===== src/rtl/utopia2_tx_phy.sv =====
module utopia2_tx_phy #(
  parameter int NCH        = 4,
  parameter int AW         = 5,
  parameter int DW         = 16,
  parameter int CELL_WORDS = 27,
  parameter int NCELL      = 2
) (
  input  logic                     clk,
  input  logic                     rst_n,
  input  logic [NCH*AW-1:0]        chan_addr,
  input  logic [AW-1:0]            bus_addr,
  input  logic                     bus_en_n,
  input  logic [DW-1:0]            bus_data,
  input  logic                     bus_par,
  input  logic                     bus_soc,
  output logic                     cav,
  output logic                     cav_oe,
  input  logic [$clog2(NCH)-1:0]   pop_ch,
  input  logic                     pop_en,
  output logic                     pop_rdy,
  output logic                     pop_first,
  output logic [DW-1:0]            pop_data,
  output logic [NCH-1:0]           par_err,
  output logic [NCH-1:0]           runt_err
);
  localparam int CW    = $clog2(NCH);
  localparam int DEPTH = NCELL * CELL_WORDS;
  localparam int IW    = $clog2(CELL_WORDS);
  localparam int SW    = $clog2(NCELL);
  localparam int NW    = $clog2(NCELL + 1);
  localparam int MW    = $clog2(NCH * DEPTH);

  logic [DW-1:0] mem [NCH*DEPTH];
  logic [IW-1:0] widx [NCH];
  logic [IW-1:0] ridx [NCH];
  logic [SW-1:0] wcell [NCH];
  logic [SW-1:0] rcell [NCH];
  logic [NW-1:0] ccnt [NCH];

  logic          en_q, cand_v, sel_v;
  logic [CW-1:0] cand_ch, sel_ch;
  logic          hit;
  logic [CW-1:0] hit_ch;
  logic [NCH-1:0] room, commit, rel;

  always_comb begin
    hit    = 1'b0;
    hit_ch = '0;
    for (int c = NCH - 1; c >= 0; c--)
      if (chan_addr[c*AW +: AW] == bus_addr) begin
        hit    = 1'b1;
        hit_ch = CW'(c);
      end
  end

  wire          fall   = en_q & ~bus_en_n;
  wire          cur_v  = fall ? cand_v : sel_v;
  wire [CW-1:0] cur_ch = fall ? cand_ch : sel_ch;
  wire          take   = ~bus_en_n & cur_v;
  wire          mid    = widx[cur_ch] != '0;
  wire          accept = take & (bus_soc ? (mid | room[cur_ch]) : mid);
  wire [IW-1:0] eff    = bus_soc ? '0 : widx[cur_ch];
  wire          last   = eff == IW'(CELL_WORDS - 1);
  wire          par_bad = ~^{bus_data, bus_par};
  wire          popped = pop_en & pop_rdy;

  wire [MW-1:0] waddr = MW'(int'(cur_ch) * DEPTH + int'(wcell[cur_ch]) * CELL_WORDS + int'(eff));
  wire [MW-1:0] raddr = MW'(int'(pop_ch) * DEPTH + int'(rcell[pop_ch]) * CELL_WORDS + int'(ridx[pop_ch]));

  assign pop_rdy   = ccnt[pop_ch] != '0;
  assign pop_first = ridx[pop_ch] == '0;
  assign pop_data  = mem[raddr];

  always_comb begin
    for (int c = 0; c < NCH; c++) begin
      room[c]   = (int'(ccnt[c]) + int'(widx[c] != '0)) < NCELL;
      commit[c] = accept && last && cur_ch == CW'(c);
      rel[c]    = popped && pop_ch == CW'(c) && ridx[c] == IW'(CELL_WORDS - 1);
    end
  end

  always_ff @(posedge clk)
    if (accept) mem[waddr] <= bus_data;

  always_ff @(posedge clk or negedge rst_n) begin
    if (!rst_n) begin
      en_q     <= 1'b1;
      cand_v   <= 1'b0;
      cand_ch  <= '0;
      sel_v    <= 1'b0;
      sel_ch   <= '0;
      cav      <= 1'b0;
      cav_oe   <= 1'b0;
      par_err  <= '0;
      runt_err <= '0;
      for (int c = 0; c < NCH; c++) begin
        widx[c]  <= '0;
        ridx[c]  <= '0;
        wcell[c] <= '0;
        rcell[c] <= '0;
        ccnt[c]  <= '0;
      end
    end else begin
      en_q <= bus_en_n;
      if (bus_en_n) begin
        cand_v  <= hit;
        cand_ch <= hit_ch;
      end
      if (fall) begin
        sel_v  <= cand_v;
        sel_ch <= cand_ch;
      end
      cav_oe <= hit;
      cav    <= hit & room[hit_ch];
      for (int c = 0; c < NCH; c++) begin
        if (accept && cur_ch == CW'(c)) begin
          widx[c] <= last ? '0 : IW'(int'(eff) + 1);
          if (last) wcell[c] <= (wcell[c] == SW'(NCELL - 1)) ? '0 : wcell[c] + 1'b1;
          if (par_bad) par_err[c] <= 1'b1;
          if (bus_soc && mid) runt_err[c] <= 1'b1;
        end
        if (popped && pop_ch == CW'(c)) begin
          ridx[c] <= rel[c] ? '0 : ridx[c] + 1'b1;
          if (rel[c]) rcell[c] <= (rcell[c] == SW'(NCELL - 1)) ? '0 : rcell[c] + 1'b1;
        end
        ccnt[c] <= NW'(int'(ccnt[c]) + int'(commit[c]) - int'(rel[c]));
      end
    end
  end
endmodule



===== config.mk =====
export PLATFORM = sky130hd
export DESIGN_NAME = utopia2_tx_phy
export DESIGN_NICKNAME = d
export VERILOG_FILES = /design/src/rtl/utopia2_tx_phy.sv
export SDC_FILE = /design/constraint.sdc
export NUM_CORES = 2
export LEC_CHECK = 0
export BUFFER_PORTS_ARGS = -buffer_cell sky130_fd_sc_hd__buf_4
export CELL_PAD_IN_SITES_DETAIL_PLACEMENT = 1
export CELL_PAD_IN_SITES_GLOBAL_PLACEMENT = 2
export CORE_UTILIZATION = 40
export DETAILED_ROUTE_END_ITERATION = 7
export PLACE_DENSITY_LB_ADDON = 0.05
export SLEW_MARGIN = 40
export SYNTH_ARGS = -nofsm -noshare
export SYNTH_HDL_FRONTEND = slang
export SYNTH_SLANG_ARGS = --single-unit
export TNS_END_PERCENT = 5

===== constraint.sdc =====
create_clock -name clk -period 6.7 [get_ports clk]
set_input_delay 1.34 -clock clk [delete_from_list [all_inputs] [get_ports clk]]
set_output_delay 1.34 -clock clk [all_outputs]
set_load 0.1 [all_outputs]

==> results.json <==
{
  "outcome": "finished, violations left",
  "violations": "setup timing",
  "worstReg2RegStart": "en_q$_DFF_PN1_",
  "synth_cell_type_count": 68,
  "netlist_area_mm2": 0.137,
  "dieArea_mm2": 0.346,
  "max_stage_delay_ps": 530,
  "hp-class": "in2async",
  "cts_buffer_depth": 4,
  "root_buffer": "clkbuf_16",
  "synth-seq-cells": 3529,
  "crit_start": "pop_ch[0]",
  "critical_path_class": "in2out",
  "drt_pass1_iterations": 6,
  "place_inst": 11100,
  "grt_pass1_vias": 71000,
  "core_area_mm2": 0.341,
  "clk_pin_slew_worst_paths_ps": 60,
  "finalNetCount": 7104,
  "fp-row-count": 214,
  "required_ps": 5360,
  "cts_hold_buffers": 0,
  "hpwl_mm": 260,
  "pin_count": 77,
  "seq_area_frac_synth_pct": 76.9,
  "crit_family": "adder cells",
  "power_mw": 69.2,
  "p_leak_nw": 53.6,
  "syn_inst": 6012,
  "cap_violations": 0,
  "die_h_um": 588,
  "tightest_slew_ps": 868,
  "grt_pass1_wl_mm": 568,
  "synth_edf_count": 3456,
  "yosys_warnings": 0,
  "stdcell_area_mm2": 0.167,
  "reg2reg_slack_ps": 750,
  "post-route-min-period_ps": 7160,
  "dp_slack_ps": -1080,
  "fin_cells": 11900,
  "gp_congestion": 0.809,
  "reg2reg_to": "mem[143][0]$_DFFE_PP_",
  "final_common_cell": "edfxtp_1",
  "start_util_pct": 40.3,
  "antenna_found_initial": 25,
  "routed-via-count": 67100,
  "rsz0062_at_grt": "yes",
  "drive_above_1_share_pct": 39.0,
  "max_slew_margin_pct": 42.1,
  "setup_tns_ps": -5700,
  "gr-total-overflow": 0,
  "path_cells": "buf_12, mux4_2, fa_1, ha_4, fa_4, a211oi_4, buf_4, nor2_1, xnor2_2, buf_12, buf_4, and3_4, buf_12, nand3_4, nand4_1, buf_6, a211oi_4, buf_12, buf_12",
  "critPathMostFrequentCell": "buf_12",
  "final_util_pct": 49.2,
  "vias_per_cell": 5.65,
  "first_iter_violations": 6295,
  "slowest_stage": "mux4_2",
  "syn_nets": 6109,
  "slew_viol_final": 0,
  "htree_levels": 5,
  "cts_tree": "yes",
  "postRouteAntennaNets": 0,
  "max_freq_mhz": 140,
  "clock_latency_ps": 980,
  "post_drt_wl_per_cell_um": 33.9,
  "dpl-instance-area_mm2": 0.154,
  "dominantRegCellSynth": "edfxtp_1",
  "whs_ps": 286,
  "start_kind": "primary input",
  "clock-sinks": 3529,
  "fin_crit_sh_pct": 107,
  "hold_violations": 0,
  "syn2layout_area_growth_pct": 22.0,
  "multi_input_area_mm2": 0.0317,
  "ff_latch_area_mm2": 0.106,
  "syn_area_per_cell_um2": 22.8,
  "grtUsageTotal_pct": 23.3,
  "worstSetupEndpoint": "pop_data[5]",
  "fin_ws_ps": -456,
  "arrival_ps": 5820,
  "portBuffers": 76,
  "die_w_um": 588,
  "numCtsBuffers": 386,
  "finalWirelength_mm": 402,
  "async_reset_ff_share_pct": 2.07,
  "path_buf_inv": 8,
  "cp.depth": 19,
  "peakVddDrop_uv": 269,
  "endpoint_kind": "output port",
  "reg2reg_depth": 21,
  "grt_max_degree": 153,
  "final_cell_mix": "3456 x edfxtp_1, 1062 x mux4_2, 504 x buf_4",
  "path_max_fanout": 8,
  "drc": 0,
  "skew_ps": 57.1,
  "pwr_density_cell_mw_per_mm2": 413,
  "fillCellCount": 30000,
  "setup_viol": 16
}
## cells in the mapped netlist (3+ instances only)
library cell | instances | area [µm²]
nand2b_1 | 5 | 31.3
o31ai_1 | 6 | 45.0
ha_1 | 41 | 513
mux4_2 | 1062 | 23900
nand3b_1 | 4 | 30.0
nand2_1 | 235 | 882
and4b_1 | 4 | 40.0
fa_1 | 7 | 140
inv_1 | 44 | 165
o21bai_1 | 6 | 45.0
a311oi_1 | 3 | 26.3
nor2_1 | 227 | 852
and3_1 | 12 | 75.1
nor4_1 | 24 | 150
o211ai_1 | 23 | 173
buf_1 | 79 | 297
nor3_1 | 24 | 120
or4_1 | 3 | 22.5
a22o_1 | 4 | 35.0
o311ai_0 | 3 | 26.3
a21oi_1 | 33 | 165
a21o_1 | 6 | 45.0
o21ai_0 | 28 | 140
clkbuf_1 | 176 | 661
buf_4 | 3 | 22.5
xor2_1 | 24 | 210
and2_1 | 10 | 62.6
mux2_2 | 25 | 282
a211oi_1 | 21 | 158
nor2b_1 | 5 | 31.3
or3_1 | 7 | 43.8
xnor2_1 | 48 | 420
mux2i_1 | 50 | 500
buf_2 | 62 | 310
nor3b_1 | 4 | 30.0
nand3_1 | 105 | 526
dfrtp_1 | 72 | 1800
edfxtp_1 | 3456 | 104000
o2111ai_1 | 3 | 26.3
nand4_1 | 16 | 100
a31oi_1 | 8 | 50.1
## kinds of logic (layout without fill, tap and decap cells)
family | after synthesis | count (layout) | synth area share (%)
multiplexers | 1137 | 1137 | 18.0
adder cells (fa/ha/maj) | 48 | 48 | 0.476
flip-flops | 3529 | 3529 | 76.9
XOR/XNOR | 73 | 73 | 0.471
AND/OR/NAND/NOR | 696 | 696 | 2.25
AO/OA/AOI/OAI | 165 | 165 | 0.820
buffers and inverters | 364 | 1680 | 1.06
other | 0 | 3 | 0
## per-layer routing
| layer | GRT usage (%) | wire length, µm | vias to the layer above |
|---|---|---|---|
| li1 | - | - | 27500 |
| met1 | 33.7 | 178000 | 37400 |
| met2 | 38.0 | 195000 | 1699 |
| met3 | 3.33 | 19900 | 429 |
| met4 | 4.52 | 7700 | 2 |
| met5 | 0 | 280 | - |
## registers in the layout, summed over array words and instances (netlist names)
register,flops
widx,20
cav_oe,1
runt_err,4
ccnt,8
sel_ch,2
rcell,4
cand_ch,2
cand_v,1
wcell,4
ridx,20
par_err,4
cav,1
mem,3456
sel_v,1
en_q,1
## repair_timing
action	4_1_cts	5_1_grt
resized for setup	130	37
cloned	3	2
endpoints found under the setup margin	16	16
pin swaps	21	18
setup buffers	19	14
## area by class of cell
class                           count  area share, %
Inverter                           44         0.0986
Clock inverter                    244           1.32
Antenna cell                        3        0.00448
Tap cell                         4536           3.39
Sequential cell                  3529           63.1
Multi-Input combinational cell   2119           18.9
Timing Repair Buffer              927           7.13
Clock buffer                      465           6.07
## how the worst min path moves through the flow
stage and end:
3_5_place_dp runt_err[1]$_DFFE_PN0P_, 5_1_grt cav$_DFF_PN0_, 6_report cav$_DFF_PN0_, 3_3_place_gp runt_err[1]$_DFFE_PN0P_, 4_1_cts cav$_DFF_PN0_, 2_1_floorplan rcell[1]$_DFFE_PN0P_
## report_power, final
group	total, mW	switching [mW]	leakage, nW	internal, mW
combinational	23.7	12.8	15.6	10.9
sequential	24.5	0.0987	32.0	24.4
clock	21.0	8.86	6.02	12.1
total	69.2	21.8	53.6	47.4
No activity file was read; power rests on OpenSTA's default activity.
